--- src/rtl/bsr_pkg.sv ---
// Shared types for the bidirectional bus shift register.
// Assumes: consumed by all bsr_* modules; carries no state.
package bsr_pkg;
    // Operation the stage array performs this cycle.
    typedef enum logic [1:0] {
        OP_HOLD  = 2'd0,  // recirculate the stored word
        OP_LOAD  = 2'd1,  // capture the parallel word at the edge
        OP_SHIFT = 2'd2,  // shift toward the top stage
        OP_PASS  = 2'd3   // transparent: output follows the input bus
    } op_t;
endpackage

--- src/rtl/bsr_ctrl.sv ---
// Control decoder: turns the mode pins into one stage operation and the
// two bus drive enables.
// Assumes: all inputs are synchronous to the register clock; purely combinational.
module bsr_ctrl
    import bsr_pkg::*;
(
    input  logic par_mode,
    input  logic async_sel,
    input  logic dir_a2b,
    input  logic a_en,
    output op_t  op,
    output logic a_oe,
    output logic b_oe
);
    logic src_open;

    // The B side is always usable; the A side only while it is enabled.
    assign src_open = dir_a2b ? a_en : 1'b1;

    // Select the stage operation; serial mode ignores async_sel.
    always_comb begin
        if (!par_mode) begin
            op = OP_SHIFT;
        end else if (!src_open) begin
            op = OP_HOLD;
        end else if (async_sel) begin
            op = OP_PASS;
        end else begin
            op = OP_LOAD;
        end
    end

    // Drive enables: B drives when it is the output side, A also needs a_en.
    always_comb begin
        b_oe = dir_a2b;
        a_oe = !dir_a2b && a_en;
    end
endmodule

--- src/rtl/bsr_stages.sv ---
// Stage array: W single-bit storage stages, each with its own next-value
// mux, plus the transparent view used in pass-through mode.
// Assumes: op is stable around the clock edge; rst_n is synchronous.
module bsr_stages
    import bsr_pkg::*;
#(
    parameter int W = 8
) (
    input  logic         clk,
    input  logic         rst_n,
    input  op_t          op,
    input  logic [W-1:0] par_word,
    input  logic         ser_in,
    output logic [W-1:0] view
);
    logic [W-1:0] q;
    logic [W-1:0] nxt;

    for (genvar i = 0; i < W; i++) begin : g_stage
        logic shift_src;

        // Bit 0 takes the serial input; higher bits take their lower neighbour.
        if (i == 0) begin : g_first
            assign shift_src = ser_in;
        end else begin : g_rest
            assign shift_src = q[i-1];
        end

        // Next value for this stage according to the current operation.
        always_comb begin
            unique case (op)
                OP_HOLD:  nxt[i] = q[i];
                OP_SHIFT: nxt[i] = shift_src;
                default:  nxt[i] = par_word[i];
            endcase
        end

        // Stage flip-flop with synchronous active-low clear.
        always_ff @(posedge clk) begin
            if (!rst_n) begin
                q[i] <= 1'b0;
            end else begin
                q[i] <= nxt[i];
            end
        end

        // Visible bit: the input itself while transparent, else the stored bit.
        assign view[i] = (op == OP_PASS) ? par_word[i] : q[i];
    end
endmodule

--- src/rtl/bsr_port_mux.sv ---
// Bus steering: picks the source bus for parallel loads and fans the
// register word out to both bus outputs and the serial output.
// Assumes: the drive enables come from bsr_ctrl; purely combinational.
module bsr_port_mux #(
    parameter int W = 8
) (
    input  logic         dir_a2b,
    input  logic [W-1:0] a_in,
    input  logic [W-1:0] b_in,
    input  logic [W-1:0] view,
    output logic [W-1:0] par_word,
    output logic [W-1:0] a_out,
    output logic [W-1:0] b_out,
    output logic         ser_out
);
    // Source select: A feeds the register when the direction is A to B.
    assign par_word = dir_a2b ? a_in : b_in;

    // Both buses are offered the same word; the enables decide who drives.
    assign a_out   = view;
    assign b_out   = view;
    assign ser_out = view[W-1];
endmodule

--- src/rtl/bus_shift_reg.sv ---
// Bidirectional bus shift register, top level: wires the control decoder,
// the bus steering and the stage array together.
// Assumes: buses are split into in/out/oe vectors; tri-states live outside.
module bus_shift_reg
    import bsr_pkg::*;
#(
    parameter int W = 8
) (
    input  logic         clk,
    input  logic         rst_n,
    input  logic         par_mode,
    input  logic         async_sel,
    input  logic         dir_a2b,
    input  logic         a_en,
    input  logic         ser_in,
    input  logic [W-1:0] a_in,
    output logic [W-1:0] a_out,
    output logic         a_oe,
    input  logic [W-1:0] b_in,
    output logic [W-1:0] b_out,
    output logic         b_oe,
    output logic         ser_out
);
    op_t          op;
    logic [W-1:0] par_word;
    logic [W-1:0] view;

    bsr_ctrl u_ctrl (
        .par_mode (par_mode),
        .async_sel(async_sel),
        .dir_a2b  (dir_a2b),
        .a_en     (a_en),
        .op       (op),
        .a_oe     (a_oe),
        .b_oe     (b_oe)
    );

    bsr_port_mux #(.W(W)) u_mux (
        .dir_a2b (dir_a2b),
        .a_in    (a_in),
        .b_in    (b_in),
        .view    (view),
        .par_word(par_word),
        .a_out   (a_out),
        .b_out   (b_out),
        .ser_out (ser_out)
    );

    bsr_stages #(.W(W)) u_stages (
        .clk     (clk),
        .rst_n   (rst_n),
        .op      (op),
        .par_word(par_word),
        .ser_in  (ser_in),
        .view    (view)
    );
endmodule

--- config.mk ---
export PLATFORM = sky130hd
export DESIGN_NAME = bus_shift_reg
export DESIGN_NICKNAME = d
export VERILOG_FILES = /design/src/rtl/bsr_pkg.sv /design/src/rtl/bsr_ctrl.sv /design/src/rtl/bsr_stages.sv /design/src/rtl/bsr_port_mux.sv /design/src/rtl/bus_shift_reg.sv
export SDC_FILE = /design/constraint.sdc
export NUM_CORES = 1
export LEC_CHECK = 0
export ABC_AREA = 1
export ABC_CLOCK_PERIOD_IN_PS = 900
export BUFFER_PORTS_ARGS = -buffer_cell sky130_fd_sc_hd__buf_2
export CAP_MARGIN = 0
export CORE_UTILIZATION = 36
export CTS_CLUSTER_DIAMETER = 60
export CTS_CLUSTER_SIZE = 40
export DETAILED_ROUTE_END_ITERATION = 6
export PLACE_DENSITY = 0.69
export SLEW_MARGIN = 40
export SYNTH_ARGS = -nofsm -noshare
export SYNTH_HDL_FRONTEND = slang
export SYNTH_SLANG_ARGS = --single-unit
--- constraint.sdc ---
create_clock -name clk -period 0.9 [get_ports clk]
set_clock_uncertainty 0.05 [all_clocks]
set_input_delay 0.135 -clock clk [delete_from_list [all_inputs] [get_ports clk]]
set_output_delay 0.135 -clock clk [all_outputs]
set_load 0.02 [all_outputs]
==> flow_metrics.env <==
export IMPL_status="finished with violations"
export IMPL_violations="negative setup slack"
export IMPL_cap_violations=0
export IMPL_rsz0062_at_grt="true"
export IMPL_drive_above_1_share=0.489
export IMPL_wl_per_cell_um=11.3
export IMPL_die_w_um=48.3
export IMPL_synth_top_cell_area_share=0.248
export IMPL_regArea_um2=165
export IMPL_vias=1000
export IMPL_ys_seq_elements=8
export IMPL_multi_input_area_um2=526
export IMPL_syn_avg_cell_area_um2=5.52
export IMPL_hold_viol=0
export IMPL_firstDrtPassIters=4
export IMPL_p_per_area_nw_per_um2=1030
export IMPL_cts_hold_buffers=0
export IMPL_yosys_top_cells_area="nand2_1 (25%), dfxtp_1 (21%), buf_4 (12%)"
export IMPL_synth_flop_cell="dfxtp_1"
export IMPL_cts_root_buffer="clkbuf_4"
export IMPL_cts_htree_levels=1
export IMPL_gr_total_overflow=0
export IMPL_timing_critical_path_buf_inv=3
export IMPL_max_stage_delay_ps=260
export IMPL_tightestPinTransition_ps=248
export IMPL_core_um2=1980
export IMPL_power_leakage_nw=0.719
export IMPL_io_pins=42
export IMPL_slew_viol_final=0
export IMPL_final_util=0.665
export IMPL_gp_congestion=0.800
export IMPL_yosys_cell_types_count=15
export IMPL_p_total_mw=1.35
export IMPL_ant_nets=0
export IMPL_critical_path_slowest_cell="nor2_4"
export IMPL_drc_errors=0
export IMPL_grt_pass1_vias=938
export IMPL_min_period_over_period=1.30
export IMPL_yosysWarningCount=0
export IMPL_clk_pin_slew_ps=50
export IMPL_nNetsFinal=213
export IMPL_endpoint_kind="output pin"
export IMPL_worst_ep_required_time_ps=710
export IMPL_critPathKind="in -> out"
export IMPL_initial_core_util=0.390
export IMPL_cp_top_family="simple AND/OR/NAND/NOR gates"
export IMPL_finalSetupViolCount=17
export IMPL_crit_chain="buf_8 > clkinvlp_4 > nor2_4 > nand3_2 > nand2_4 > buf_6"
export IMPL_synth_edf_count=0
export IMPL_clock_path_buffers=2
export IMPL_yosys_cell_count_top_type="nand2_1"
export IMPL_hold_path_class="in -> reg"
export IMPL_fmax_mhz=854
export IMPL_fillers=181
export IMPL_synth_common_cells="nand2_1 (51), inv_1 (17), nor2_1 (17), nand3_1 (14), buf_4 (12)"
export IMPL_antenna_found_initial=0
export IMPL_period_needed_ps=1170
export IMPL_slew_headroom=0.834
export IMPL_syn_num_nets=163
export IMPL_final_setup_worst_slack_ps=-271
export IMPL_drt_total_wl_um=2420
export IMPL_hold_depth=5
export IMPL_cts_tree="built"
export IMPL_grt_usage=0.216
export IMPL_yosysTopAreaCell="nand2_1"
export IMPL_worstSetupStartpointType="primary input"
export IMPL_die_area_um2=2340
export IMPL_numPortBuffers=41
export IMPL_final_area_um2=1320
export IMPL_syn_cell_area_um2=773
export IMPL_syn_inst=140
export IMPL_dpl_hpwl_um=1650
export IMPL_ys_seq_area_frac=0.207
export IMPL_clock_sinks=8
export IMPL_cp_arrival_ps=990
export IMPL_crit_cells=6
export IMPL_grt_pass1_wl_um=4010
export IMPL_dpl_cell_area_um2=1060
export IMPL_grt_max_degree=13
export IMPL_n_antenna_cell=0
export IMPL_syn_to_final_growth_pct=70.4
export IMPL_cts_buffers=3
export IMPL_r2r_cells=4
export IMPL_die_y_um=48.3
export IMPL_dr_first_iter_drc_count=20
export IMPL_routed_via_density=4.65
export IMPL_clk_latency_ps=250
export IMPL_hold_slack_ps=147
export IMPL_crit_fanout=7
export IMPL_rows=16
export IMPL_async_flop_share=0
export IMPL_peakVddDrop_uv=901
==> sequential cells by signal (all words and copies together), names as in the netlist <==
register and cells:
u_stages.q 1, u_stages.g_stage.shift_src 7
==> metal layers <==
layer / track usage / share of wire / vias up / routed length, um
met5: 0 / 0 / - / 0
met4: 0.0882 / 0.026 / 0 / 63
met3: 0.0346 / 0.037 / 8 / 89
met2: 0.399 / 0.54 / 30 / 1310
met1: 0.244 / 0.39 / 439 / 954
li1: - / - / 523 / -
==> placed cells by master (no fill, tap or decap), types with 3 or more instances in the layout <==
master	count
buf_2	21
buf_4	18
buf_6	15
clkbuf_4	3
dfxtp_1	4
dfxtp_2	4
inv_1	15
nand2_1	43
nand2_2	7
nand3_1	9
nand3_2	5
nor2_1	15
nor2_2	4
o21ai_1	6
==> worst min-delay path: stages <==
cell,delay [ps]
buf_2,70
nand2_1,40
nand2_1,60
nor2_1,30
nor2_1,70
==> kinds of logic (layout without fill, tap and decap cells) <==
| family | after synthesis | count (layout) | share of synthesized area |
|---|---|---|---|
| DFF | 8 | 8 | 0.207 |
| AOI/OAI and AO/OA | 10 | 10 | 0.0647 |
| buffers and inverters | 32 | 80 | 0.223 |
| and+or+nand+nor | 90 | 90 | 0.505 |
==> report_power, final <==
part           leakage, nW  total (mW)  switching, mW  internal, mW
combinational        0.638       0.689          0.366         0.323
clock               0.0138       0.264          0.112         0.152
sequential          0.0674       0.401         0.0191         0.382
total                0.719        1.35          0.498         0.856
==> timing repair <==
action | 4_1_cts | 5_1_grt
pin swaps | 5 | 8
endpoints found under the setup margin | 18 | 19
buffers inserted | 3 | 1
resized for setup | 43 | 16
==> final timing paths <==
path | from | end | slack [ps]
setup / recovery | async_sel | ser_out | -270
hold / removal | ser_in | u_stages.g_stage[1].shift_src$_SDFFE_PN0P_ | 150
setup reg to reg | u_stages.q[7]$_SDFFE_PN0P_ | u_stages.q[7]$_SDFFE_PN0P_ | 130
hold reg to reg | u_stages.g_stage[4].shift_src$_SDFFE_PN0P_ | u_stages.g_stage[5].shift_src$_SDFFE_PN0P_ | 510
==> area by class of cell <==
cell class,instances,area share
flip-flops and latches,8,0.125
inverters,19,0.0693
repair buffers,58,0.364
clock buffers,3,0.0171
multi-input cells,100,0.399
well taps,27,0.0256
==> through the flow <==
step / setup TNS [ps] / instances / setup WS [ps]
2_1_floorplan: -1030 / 140 / -120
3_3_place_gp: -6240 / 208 / -312
3_5_place_dp: -6780 / 208 / -331
4_1_cts: -3730 / 214 / -246
5_1_grt: -4640 / 215 / -322
6_report: -3770 / 215 / -271
(Power assumes the default switching activity.)
